$ cat src/rtl/gated_period_timer.sv
module gated_period_timer #(
  parameter int W = 16,
  parameter int SYNC_STAGES = 2
) (
  input  logic         clk,
  input  logic         rst_n,
  input  logic         cnt_tick,
  input  logic         gate_pin,
  input  logic         gate_en,
  input  logic         gate_pol,
  input  logic         trig_mode,
  input  logic         conv_en,
  input  logic         wr_en,
  input  logic [1:0]   wr_sel,
  input  logic [W-1:0] wr_data,
  output logic [W-1:0] count,
  output logic [W-1:0] compare,
  output logic         ovf_flag,
  output logic         gate_sync,
  output logic         special_evt,
  output logic         conv_start
);

  localparam logic [W-1:0] ONE = W'(1);
  localparam logic [W-1:0] TOP = '1;

  logic [SYNC_STAGES-1:0] gsr;
  logic match, match_q;

  assign gate_sync = gsr[SYNC_STAGES-1];

  wire wr_cnt   = wr_en && (wr_sel == 2'd0);
  wire wr_cmp   = wr_en && (wr_sel == 2'd1);
  wire wr_flag  = wr_en && (wr_sel == 2'd2);
  wire count_ok = cnt_tick && (!gate_en || (gate_sync == gate_pol));
  wire evt_hit  = trig_mode && match && !match_q;

  assign match = (count == compare);

  always_ff @(posedge clk) begin
    if (!rst_n) gsr <= '0;
    else        gsr <= {gsr[SYNC_STAGES-2:0], gate_pin};
  end

  always_ff @(posedge clk) begin
    if (!rst_n) begin
      count       <= '0;
      compare     <= '0;
      ovf_flag    <= 1'b0;
      match_q     <= 1'b0;
      special_evt <= 1'b0;
      conv_start  <= 1'b0;
    end else begin
      match_q     <= match;
      special_evt <= evt_hit;
      conv_start  <= evt_hit && conv_en;
      if (wr_cmp) compare <= wr_data;
      if (wr_cnt)
        count <= wr_data;
      else if (evt_hit)
        count <= '0;
      else if (count_ok)
        count <= count + ONE;
      if (wr_flag)
        ovf_flag <= wr_data[0];
      else if (!wr_cnt && !evt_hit && count_ok && count == TOP)
        ovf_flag <= 1'b1;
    end
  end

  a_r2_hold: assert property (@(posedge clk) disable iff (!rst_n)
    (!count_ok && !wr_en && !evt_hit) |=> $stable(count));

  a_r5_flag_cause: assert property (@(posedge clk) disable iff (!rst_n)
    $rose(ovf_flag) |-> ($past(wr_flag) || ($past(count) == TOP && $past(count_ok))));

  a_r6_clear: assert property (@(posedge clk) disable iff (!rst_n)
    (evt_hit && !wr_cnt) |=> (count == '0 && special_evt));

  a_r7_no_overflow: assert property (@(posedge clk) disable iff (!rst_n)
    (evt_hit && !wr_flag) |=> !$rose(ovf_flag));

  a_r8_write_wins: assert property (@(posedge clk) disable iff (!rst_n)
    (evt_hit && wr_cnt) |=> (count == $past(wr_data)));

  a_r9_conv: assert property (@(posedge clk) disable iff (!rst_n)
    conv_start |-> special_evt);

  a_r10_single: assert property (@(posedge clk) disable iff (!rst_n)
    special_evt |=> !special_evt);

endmodule

$ cat config.mk
export PLATFORM = sky130hd
export DESIGN_NAME = gated_period_timer
export DESIGN_NICKNAME = d
export VERILOG_FILES = /design/src/rtl/gated_period_timer.sv
export SDC_FILE = /design/constraint.sdc
export NUM_CORES = 1
export LEC_CHECK = 0
export ABC_AREA = 1
export CORE_UTILIZATION = 50
export CTS_CLUSTER_DIAMETER = 200
export CTS_CLUSTER_SIZE = 25
export DETAILED_ROUTE_END_ITERATION = 7
export GPL_ROUTABILITY_DRIVEN = 0
export PLACE_DENSITY_LB_ADDON = 0.25
export SETUP_SLACK_MARGIN = 0.15
export SYNTH_ARGS = -nofsm -noshare
export SYNTH_HDL_FRONTEND = slang
export SYNTH_SLANG_ARGS = --single-unit
$ cat constraint.sdc
create_clock -name clk -period 2.7 [get_ports clk]
set_clock_uncertainty 0.2 [all_clocks]
set_input_delay 0.675 -clock clk [delete_from_list [all_inputs] [get_ports clk]]
set_output_delay 0.675 -clock clk [all_outputs]
set_load 0.02 [all_outputs]
# --- Word-level counts from Yosys, hierarchy flattened ---
# Cells that the tools add are included.
totals:
  ff_bits: 38
  input_bits: 27
  out_inout_bits: 36
  elab_cells: 36
op_classes:
  add_sub_neg: 1
  eq_ne: 5
  mux: 5
  reduce_logical: 18
op_table:
  columns: ["operator", "n"]
  rows:
  - ["$mux 16", 3]
  - ["$add 16x1->16 const B", 1]
  - ["$eq 16x16->1", 1]
  - ["$eq 16x16->1 const B", 1]
  - ["$logic_and 1x1->1", 10]
  - ["$logic_not 1->1", 4]
  - ["$reduce_bool 3->1", 1]
  - ["$eq 2x1->1 const B", 1]
  - ["$eq 2x2->1 const B", 1]
  - ["$logic_not 2->1", 1]
  - ["$mux 1", 2]
  - ["$reduce_bool 2->1", 1]
  - ["$eq 1x1->1", 1]
  - ["$logic_or 1x1->1", 1]

# --- Logic depth before layout (Yosys ltp) ---
# Gate-level depths: netlist of run 1.
logic_depth:
  ltp_word: 9
  ltp_mapped: 12
  depth_no_buf: 11

# --- Least setup slack after synthesis of run 1 ---
# OpenSTA, ideal clock, no wires.
synth_path:
  path_type: "input-to-reg"
  startpoint: "input wr_sel[1]"
  endpoint: "register count[10]"
  setup_time_ps: 64
  t_arrival_ps: 1708
  t_required_ps: 2436
  setup_slack_ps: 728
  cell_stages: 6
  path_buffers: 1
  cell_sequence: "nor3_2 inv_1 clkbuf_1 nand4_1 nand2_1 nor2_1"
synth_via:
  elab_chain_len: 3
  elab_cells_between_ends: 4
  classes_between: "mux (1); reduce/logical (3)"
synth_lines:
  columns: ["element", "line", "text"]
  rows:
  - ["start: declaration", "14", "input logic [1:0] wr_sel,"]
  - ["$logic_not 2->1 (*)", "32", "wire wr_cnt = wr_en && (wr_sel == 2'd0);"]
  - ["$logic_and 1x1->1 (*)", "32", null]
  - ["$reduce_bool 3->1 (no source line) or $mux 16 (tied branches)", null, null]
  - ["end signal: assignment", "59", "count <= wr_data;"]
  - ["end signal: assignment", "63", "count <= count + ONE;"]
  - ["end: declaration", "16", "output logic [W-1:0] count,"]
# Mark *: on every way between the ends. The rest lies on a longest branch, timed or not.
# A chain may end at the register's enable or synchronous reset.

# --- Worst setup path after layout of run 1 ---
layout_path:
  startpoint: "register count[8]"
  endpoint: "output count[8]"
# No word-level cell between the ends.

==> results.yml, run 1 <==
cells_and_area:
  syn_to_final_growth_pct: 31.7
  fillCellCount: 396
  diodes: 0
  seq_area_um2: 761
  multi_input_area_mm2: 0.00126
  drive_gt1_frac: 0.0580
  instances_no_fill: 483
  nNetsFinal: 459
worst_setup_path:
  critPathSlowestCell: "clkdlybuf4s50_1"
  path_buf_inv: 1
  path_delay_family: "buffers and inverters"
  cp.arrival_ns: 1.45
  path_class: "register to output port"
  crit_chain: "clkdlybuf4s50_1"
  start_kind: "register"
  path_max_fanout: 8
  slowest_delay_ns: 0.66
  cp.required_ns: 1.82
  critPathCaptureType: "output port"
hold_path:
  hp-class: "register to register"
clocking:
  cts-resized-gates: 0
  clkLatencyLatePin_ns: 0.29
  cts_sinks: 38
  cts_buffers: 5
  clk_pin_slew_ns: 0.08
  root_buffer: "clkbuf_8"
  post_cts_buffers: 0
  cts_hold_buf: 0
  cts_tree: "yes"
  clockBufferDepth: 2
  htreeDepth: 2
grt:
  grtUsageTotal: 0.247
  grt-ovfl-total: 0
  grt_pass1_wl_mm: 9.81
  antenna_found_initial: 0
  grt_pass1_vias: 2265
  grt_max_degree: 32
synth:
  synth_mux_area_frac: 0
  syn_avg_cell_area_um2: 6.17
  synth_cells: 370
  synth-xor-area-share: 0.0422
  synth_compound_area_frac: 0.0965
  synth_edf_count: 0
  ys_warn_count: 0
  synthAdderAreaFrac: 0.00548
  yosysTopAreaCell: "dfxtp_1"
  synth_top_cell_area_share: 0.333
  syn_nets: 398
  synth_top_family_by_area: "simple AND/OR/NAND/NOR gates"
  synth_cell_types: 28
  synthTopCellsByArea: "dfxtp_1 (33%), nand2_1 (18%), nor2_1 (9.5%)"
  async_flop_share: 0
  post-synth-top-count-cell: "nand2_1"
  yosys.area_share.simple: 0.407
  synth_commonest_cells: "nand2_1 (110), nor2_1 (58), inv_1 (44)"
  synth_seq_cells: 38
  synthFlopType: "dfxtp_1"
  ys_seq_area_frac: 0.333
  syn-cell-area_mm2: 0.00228
floorplanning:
  die_y_um: 69.6
  initial_utilization: 0.521
  std_cell_rows: 24
  die-area_mm2: 0.00484
  die_w_um: 69.6
  fp.coreArea_mm2: 0.00438
  boundaryPins: 63
timing:
  hold_ws_ns: 0.223
  rsz0062_at_grt: "false"
  setup_tns_ns: 0
  slew_headroom: 0.616
  finalHoldViolCount: 0
  setup_violations: 0
  worstMarginPinSlew_ns: 0.575
  post-route-period-util: 0.860
  timing.fmax_ghz: 0.431
  period_needed_ns: 2.32
  slew_violations: 0
route:
  wire_per_inst_um: 11.6
  via_per_inst: 4.98
  num_vias: 2406
  ant_nets: 0
  finalWirelength_mm: 5.62
  remaining_drc_errors: 0
  drtIter0Drc: 155
  first_pass_iters: 4
power:
  ir_drop_uv: 252
  finalPower_mw: 1.44
  p_leak_nw: 1.31
  powerDensity_mw_per_mm2: 478
placed_design:
  dp_hpwl_mm: 4.08
  portBuffers: 62
  dp_cells: 476
outcome:
  status: "finished, final reports clean"
job:
  drv_cap: 0
## final cells by class
type                            count  share of cell area
Clock buffer                        7              0.0254
Inverter                           50              0.0624
Multi-Input combinational cell    269               0.418
Sequential cell                    38               0.253
Tap cell                           52              0.0216
Timing Repair Buffer               67               0.219
## where the power goes
| part | switching [mW] | leakage, nW | internal, mW |
|---|---|---|---|
| Combinational | 0.232 | 0.956 | 0.185 |
| Sequential | 0.0467 | 0.312 | 0.600 |
| Clock | 0.194 | 0.0383 | 0.178 |
## sequential cells by signal, summed over array words and instances (netlist names)
register and cells:
special_evt 1, gsr 2, match_q 1, ovf_flag 1
compare 16, conv_start 1, count 16
## worst min-delay path: cells and delay by family (launching register included)
| family | cells | cell delay, ns |
|---|---|---|
| buffers and inverters | 1 | 0.04 |
| DFF | 1 | 0.31 |
| and+or+nand+nor | 1 | 0.05 |
## cells by family after synthesis
| kind of cell | count (synthesis) |
|---|---|
| simple gates | 213 |
| buf+inv | 63 |
| compound gates | 44 |
| flops | 38 |
| xor+xnor | 11 |
| fa+ha+maj | 1 |
## metrics by stage
stage               instance area [um2]  setup WS, ns   util
CTS                                3010         0.393  0.686
global route                       3010         0.253  0.686
global placement                   2930         0.148  0.668
floorplan                          2280         0.728      -
detailed placement                 2930         0.111  0.668
finish                             3010         0.378  0.686
## worst paths after layout
| check | startpoint | endpoint | slack, ns | cells after the start |
|---|---|---|---|---|
| worst max-delay path | count[8]$_SDFFE_PN0P_ | count[8] | 0.38 | 1 |
| worst min-delay path | gsr[0]$_SDFF_PN0_ | gsr[1]$_SDFF_PN0_ | 0.22 | 2 |
| worst max register to register | count[9]$_SDFFE_PN0P_ | count[12]$_SDFFE_PN0P_ | 0.62 | 11 |
| worst min register to register | gsr[0]$_SDFF_PN0_ | gsr[1]$_SDFF_PN0_ | 0.22 | 2 |
## layer usage
layer | GRT usage | share of wire
met5 | 0 | 0
met4 | 0.0839 | 0.014
met3 | 0.0407 | 0.047
met1 | 0.328 | 0.47
met2 | 0.406 | 0.47
## placed cells by master, fill, tap and decap left out, types with 2 or more instances in the layout
| master | Yosys | layout |
|---|---|---|
| clkbuf_1 | 8 | 2 |
| inv_2 | 6 | 6 |
| xor2_1 | 10 | 10 |
| nand4_1 | 13 | 13 |
| clkdlybuf4s50_1 | 0 | 62 |
| buf_4 | 0 | 5 |
| inv_1 | 44 | 44 |
| a21oi_1 | 17 | 17 |
| o21ai_1 | 2 | 2 |
| nor3_1 | 7 | 7 |
| nand2_1 | 110 | 110 |
| nand3_1 | 12 | 12 |
| clkbuf_8 | 0 | 5 |
| o21ai_0 | 25 | 25 |
| dfxtp_1 | 38 | 38 |
| nor3_2 | 2 | 2 |
| nor2_1 | 58 | 58 |
| nor4_1 | 3 | 3 |
| nand3_4 | 2 | 2 |
No activity file was read; power rests on OpenSTA's default activity.
==> inputs of run 2 (changes only) <==
- DONT_BUFFER_PORTS: unset -> 1
==> run 2 against run 1 <==
  * Worst hold slack better by 0.0010 ns
  * Clock power up 62%
  * First-iteration DRC count shrank 34%
  * Clock-buffer cell count fell by 1
  * Utilization is 13 points lower
  * Final cell count shrank 13%
  * Sequential power up 7.3%
  * Largest power group unchanged
==> results.yml, run 2 (synthesis gave the netlist of run 1 again) <==
clocking:
  root_buffer: "clkbuf_8"
  cts_hold_buf: 0
  htreeDepth: 2
  cts_buffers: 5
  cts_sinks: 38
  post_cts_buffers: 0
  clk_pin_slew_ns: 0.08
  clkLatencyLatePin_ns: 0.30
  cts-resized-gates: 0
  clockBufferDepth: 2
  cts_tree: "yes"
worst_setup_path:
  path_class: "register to register"
  critPathCaptureType: "register"
  worstReg2RegEnd: "count[2]$_SDFFE_PN0P_"
  r2r_start: "count[9]$_SDFFE_PN0P_"
  crit_chain: "inv_1 > nand2_1 > nand2_1 > nor2_1 > nand2_1 > nor2_2 > nand3_4 > nand3_4 > nand2_1 > nor2_1 > nor2_1"
  r2r_slack_ns: 0.42
  start_kind: "register"
  cp.required_ns: 2.69
  slowest_delay_ns: 0.54
  path_buf_inv: 1
  path_depth: 11
  cp.arrival_ns: 2.27
  critPathSlowestCell: "dfxtp_1"
  cp-endpoint: "count[2]$_SDFFE_PN0P_"
  cp_common_cell: "nand2_1"
  crit_start: "count[9]$_SDFFE_PN0P_"
  path_max_fanout: 16
  path_delay_family: "simple AND/OR/NAND/NOR gates"
  ff2ff_path_depth: 11
grt:
  grt_pass1_wl_mm: 9.32
  grt_max_degree: 37
  grt_pass1_vias: 2057
  grtUsageTotal: 0.241
  grt-ovfl-total: 0
  antenna_found_initial: 0
route:
  wire_per_inst_um: 12.9
  remaining_drc_errors: 0
  ant_nets: 0
  via_per_inst: 5.19
  drtIter0Drc: 103
  num_vias: 2175
  finalWirelength_mm: 5.42
  first_pass_iters: 4
timing:
  post-route-period-util: 0.846
  period_needed_ns: 2.28
  setup_violations: 0
  finalHoldViolCount: 0
  slew_violations: 0
  hold_ws_ns: 0.224
  timing.fmax_ghz: 0.438
  worstMarginPinSlew_ns: 0.861
  slew_headroom: 0.425
  rsz0062_at_grt: "false"
  setup_tns_ns: 0
power:
  p_leak_nw: 1.10
  powerDensity_mw_per_mm2: 637
  ir_drop_uv: 358
floorplanning:
  die_w_um: 69.6
  std_cell_rows: 24
  initial_utilization: 0.521
  die_y_um: 69.6
  boundaryPins: 63
  die-area_mm2: 0.00484
  fp.coreArea_mm2: 0.00438
job:
  drv_cap: 0
hold_path:
  hp-class: "register to register"
  hold_depth: 2
cells_and_area:
  layout_commonest_cell: "nand2_1"
  most-common-layout-cells: "nand2_1 (110), nor2_1 (58), inv_1 (44)"
  syn_to_final_growth_pct: 6.41
  reg_top3: "compare x16, count x16, gsr x2"
  diodes: 0
  nNetsFinal: 394
  drive_gt1_frac: 0.0681
outcome:
  status: "finished, final reports clean"
placed_design:
  portBuffers: 0
  dp_hpwl_mm: 3.82
run 2: metrics by stage:
step / area (um2) / total power [mW] / std cells / util / setup WS (ns)
finish: 2430 / 1.55 / 419 / 0.554 / 0.416
detailed placement: 2290 / 0.956 / 411 / 0.521 / 0.418
CTS: 2430 / 1.56 / 419 / 0.554 / 0.410
global route: 2430 / 1.62 / 419 / 0.554 / 0.187
floorplan: 2280 / 0.912 / 370 / - / 0.728
global placement: 2290 / 0.952 / 411 / 0.521 / 0.430
run 2: area by class of cell:
cell class,count,area (um2)
clock inverter,2,60.1
fill,437,1960
sequential,38,761
multi-input combinational,269,1260
inverter,50,188
clock buffer,6,82.6
timing repair buffer,2,15.0
tap,52,65.1
run 2: worst min-delay path by stage:
stage	from	end
3_5_place_dp	gsr[0]$_SDFF_PN0_	gsr[1]$_SDFF_PN0_
2_1_floorplan	gsr[0]$_SDFF_PN0_	gsr[1]$_SDFF_PN0_
5_1_grt	match_q$_SDFF_PN0_	special_evt$_SDFF_PN0_
4_1_cts	gsr[0]$_SDFF_PN0_	gsr[1]$_SDFF_PN0_
3_3_place_gp	gsr[0]$_SDFF_PN0_	gsr[1]$_SDFF_PN0_
6_report	gsr[0]$_SDFF_PN0_	gsr[1]$_SDFF_PN0_
run 2: where the power goes:
group | internal (mW) | total (mW) | leakage, nW | switching, mW
sequential | 0.599 | 0.693 | 0.312 | 0.0939
clock | 0.394 | 0.603 | 0.0714 | 0.209
combinational | 0.0914 | 0.249 | 0.715 | 0.158
run 2: worst min-delay path: cells and delay by family (launching register included):
kind                   cells  cell delay, ns
flip-flops                 1            0.31
AND/OR/NAND/NOR            1            0.05
buffers and inverters      1            0.03
run 2: routing by layer:
layer  wire [um]  global-route usage  vias up
met5           0                   0        -
met3         398              0.0610        5
met4          63              0.0930        0
met1        2460               0.312      959
li1            -                   -     1149
met2        2500               0.384       62
==> inputs of run 3 (changes only) <==
- clock period: 2.7 -> 2 ns (I/O delays scaled with it)
==> run 3 against run 2 <==
  * Clock power decreased by 8.6%
  * Setup slack worse by 0.24 ns
  * Utilization up 11 points
  * Sequential power is 26% higher
  * Via count grew 11%
  * Cell area is 21% higher
  * Clock-buffer cell count is 1 higher
  * Wire length is 10% higher
  * Non-clock buffer count is 47 higher
  * Register-to-register slack worse by 0.24 ns
  * Power up 28%
  * Global-route usage rose by 0.86 points
  * Largest power group unchanged
==> results.yml, run 3 (synthesis gave the netlist of run 1 again) <==
floorplanning:
  die_w_um: 69.6
  initial_utilization: 0.521
  std_cell_rows: 24
  die_y_um: 69.6
  die-area_mm2: 0.00484
  boundaryPins: 63
  fp.coreArea_mm2: 0.00438
grt:
  grt_max_degree: 37
  grt_pass1_wl_mm: 9.74
  antenna_found_initial: 0
  grtUsageTotal: 0.249
  grt-ovfl-total: 0
  grt_pass1_vias: 2188
worst_setup_path:
  critPathCaptureType: "register"
  path_max_fanout: 8
  slowest_delay_ns: 0.37
  crit_chain: "buf_6 > nand2_2 > nand2_1 > nor2_1 > nand2_1 > nor2_4 > nand3_4 > nand3_4 > nand2_2 > nor2_2 > nor2_1"
  path_class: "register to register"
  critPathSlowestCell: "dfxtp_4"
  cp.arrival_ns: 1.82
  start_kind: "register"
  cp.required_ns: 1.99
route:
  first_pass_iters: 4
  remaining_drc_errors: 0
  dr_wl_met2_mm: 2.83
  m1WireLength_mm: 2.64
  highest_layer: "met4"
  drtIter0Drc: 120
  via_per_inst: 5.14
  finalWirelength_mm: 5.98
  wire_per_inst_um: 12.8
  ant_nets: 0
  num_vias: 2407
  met3_wirelength_um: 405
clocking:
  clkLatencyLatePin_ns: 0.30
  cts_tree: "yes"
  htreeDepth: 2
  clk_pin_slew_ns: 0.08
  root_buffer: "clkbuf_8"
  clockBufferDepth: 2
  cts_sinks: 38
  cts_buffers: 5
power:
  p_leak_nw: 1.35
  finalPower_mw: 1.98
  powerDensity_mw_per_mm2: 676
  ir_drop_uv: 484
cells_and_area:
  layout_commonest_cell: "nand2_1"
  most-common-layout-cells: "nand2_1 (101), nor2_1 (49), buf_4 (47)"
  drive_gt1_frac: 0.276
  nNetsFinal: 443
  diodes: 0
  syn_to_final_growth_pct: 28.3
  reg_top3: "compare x16, count x16, gsr x2"
  fillCellCount: 392
timing:
  setup_violations: 0
  slew_headroom: 0.676
  worstMarginPinSlew_ns: 0.486
  slew_violations: 0
  timing.fmax_ghz: 0.548
  fin_ws_ns: 0.174
  finalHoldViolCount: 0
  setup_tns_ns: 0
  hold_ws_ns: 0.0958
  rsz0062_at_grt: "true"
  post-route-period-util: 0.913
  period_needed_ns: 1.83
job:
  drv_cap: 0
outcome:
  status: "finished, final reports clean"
placed_design:
  dp_slack_ns: 0.0656
  portBuffers: 0
  dp_hpwl_mm: 4.04
hold_path:
  hp-class: "primary input to register"
## run 3: changes by cell type in the layout (fill, tap and decap cells not counted), moves of 5 or more
cell     before  now
buf_4         2   47
nand2_1     110  101
nand2_2       1    9
dfxtp_2       0    9
nor2_2        1    8
dfxtp_4       0    5
nor2_1       58   49
dfxtp_1      38   24
## run 3: through the flow
stage	utilization	cells	cell area (um2)
after floorplan	-	370	2290
after global placement	0.596	454	2610
after detailed placement	0.596	454	2610
after CTS	0.634	467	2780
after global routing	0.668	468	2930
final	0.668	468	2930
## run 3: worst paths after layout
path / startpoint / endpoint / slack [ns] / cells past startpoint
max: count[0]$_SDFFE_PN0P_ / count[12]$_SDFFE_PN0P_ / 0.17 / 11
max reg2reg: count[0]$_SDFFE_PN0P_ / count[12]$_SDFFE_PN0P_ / 0.17 / 11
min: gate_pin / gsr[0]$_SDFF_PN0_ / 0.1 / 2
min reg2reg: gsr[0]$_SDFF_PN0_ / gsr[1]$_SDFF_PN0_ / 0.22 / 2
## run 3: per-layer routing
layer	track usage	vias up
li1	-	1257
met1	0.311	1070
met2	0.414	72
met3	0.0640	8
met4	0.0884	0
met5	0	-
## run 3: critical path: cells and delay by family, from the launching register on
| family | cells | cell delay [ns] |
|---|---|---|
| DFF | 1 | 0.37 |
| and+or+nand+nor | 10 | 1.03 |
| buffers and inverters | 1 | 0.13 |
## run 3: final cells by class
class	instances	area, um2	share of cell area
multi-input cells	271	1420	0.484
flip-flops and latches	38	791	0.270
repair buffers	49	375	0.128
inverters	50	188	0.0641
clock buffers	7	86.3	0.0295
well taps	52	65.1	0.0222
clock inverters	1	5.00	0.00171
## run 3: power by group
group / total [mW] / switching, mW / internal, mW / leakage (nW)
clock network: 0.551 / 0.273 / 0.278 / 0.0482
registers: 0.873 / 0.0587 / 0.814 / 0.319
logic: 0.555 / 0.333 / 0.222 / 0.984
total: 1.98 / 0.665 / 1.31 / 1.35
## run 3: repair_timing
item | CTS | global route
hold buffers | 0 | 0
gates cloned | 2 | 0
pin swaps | 1 | 21
buffers inserted | 3 | 1
endpoints found under the setup margin | 17 | 17
gates resized for setup | 8 | 48
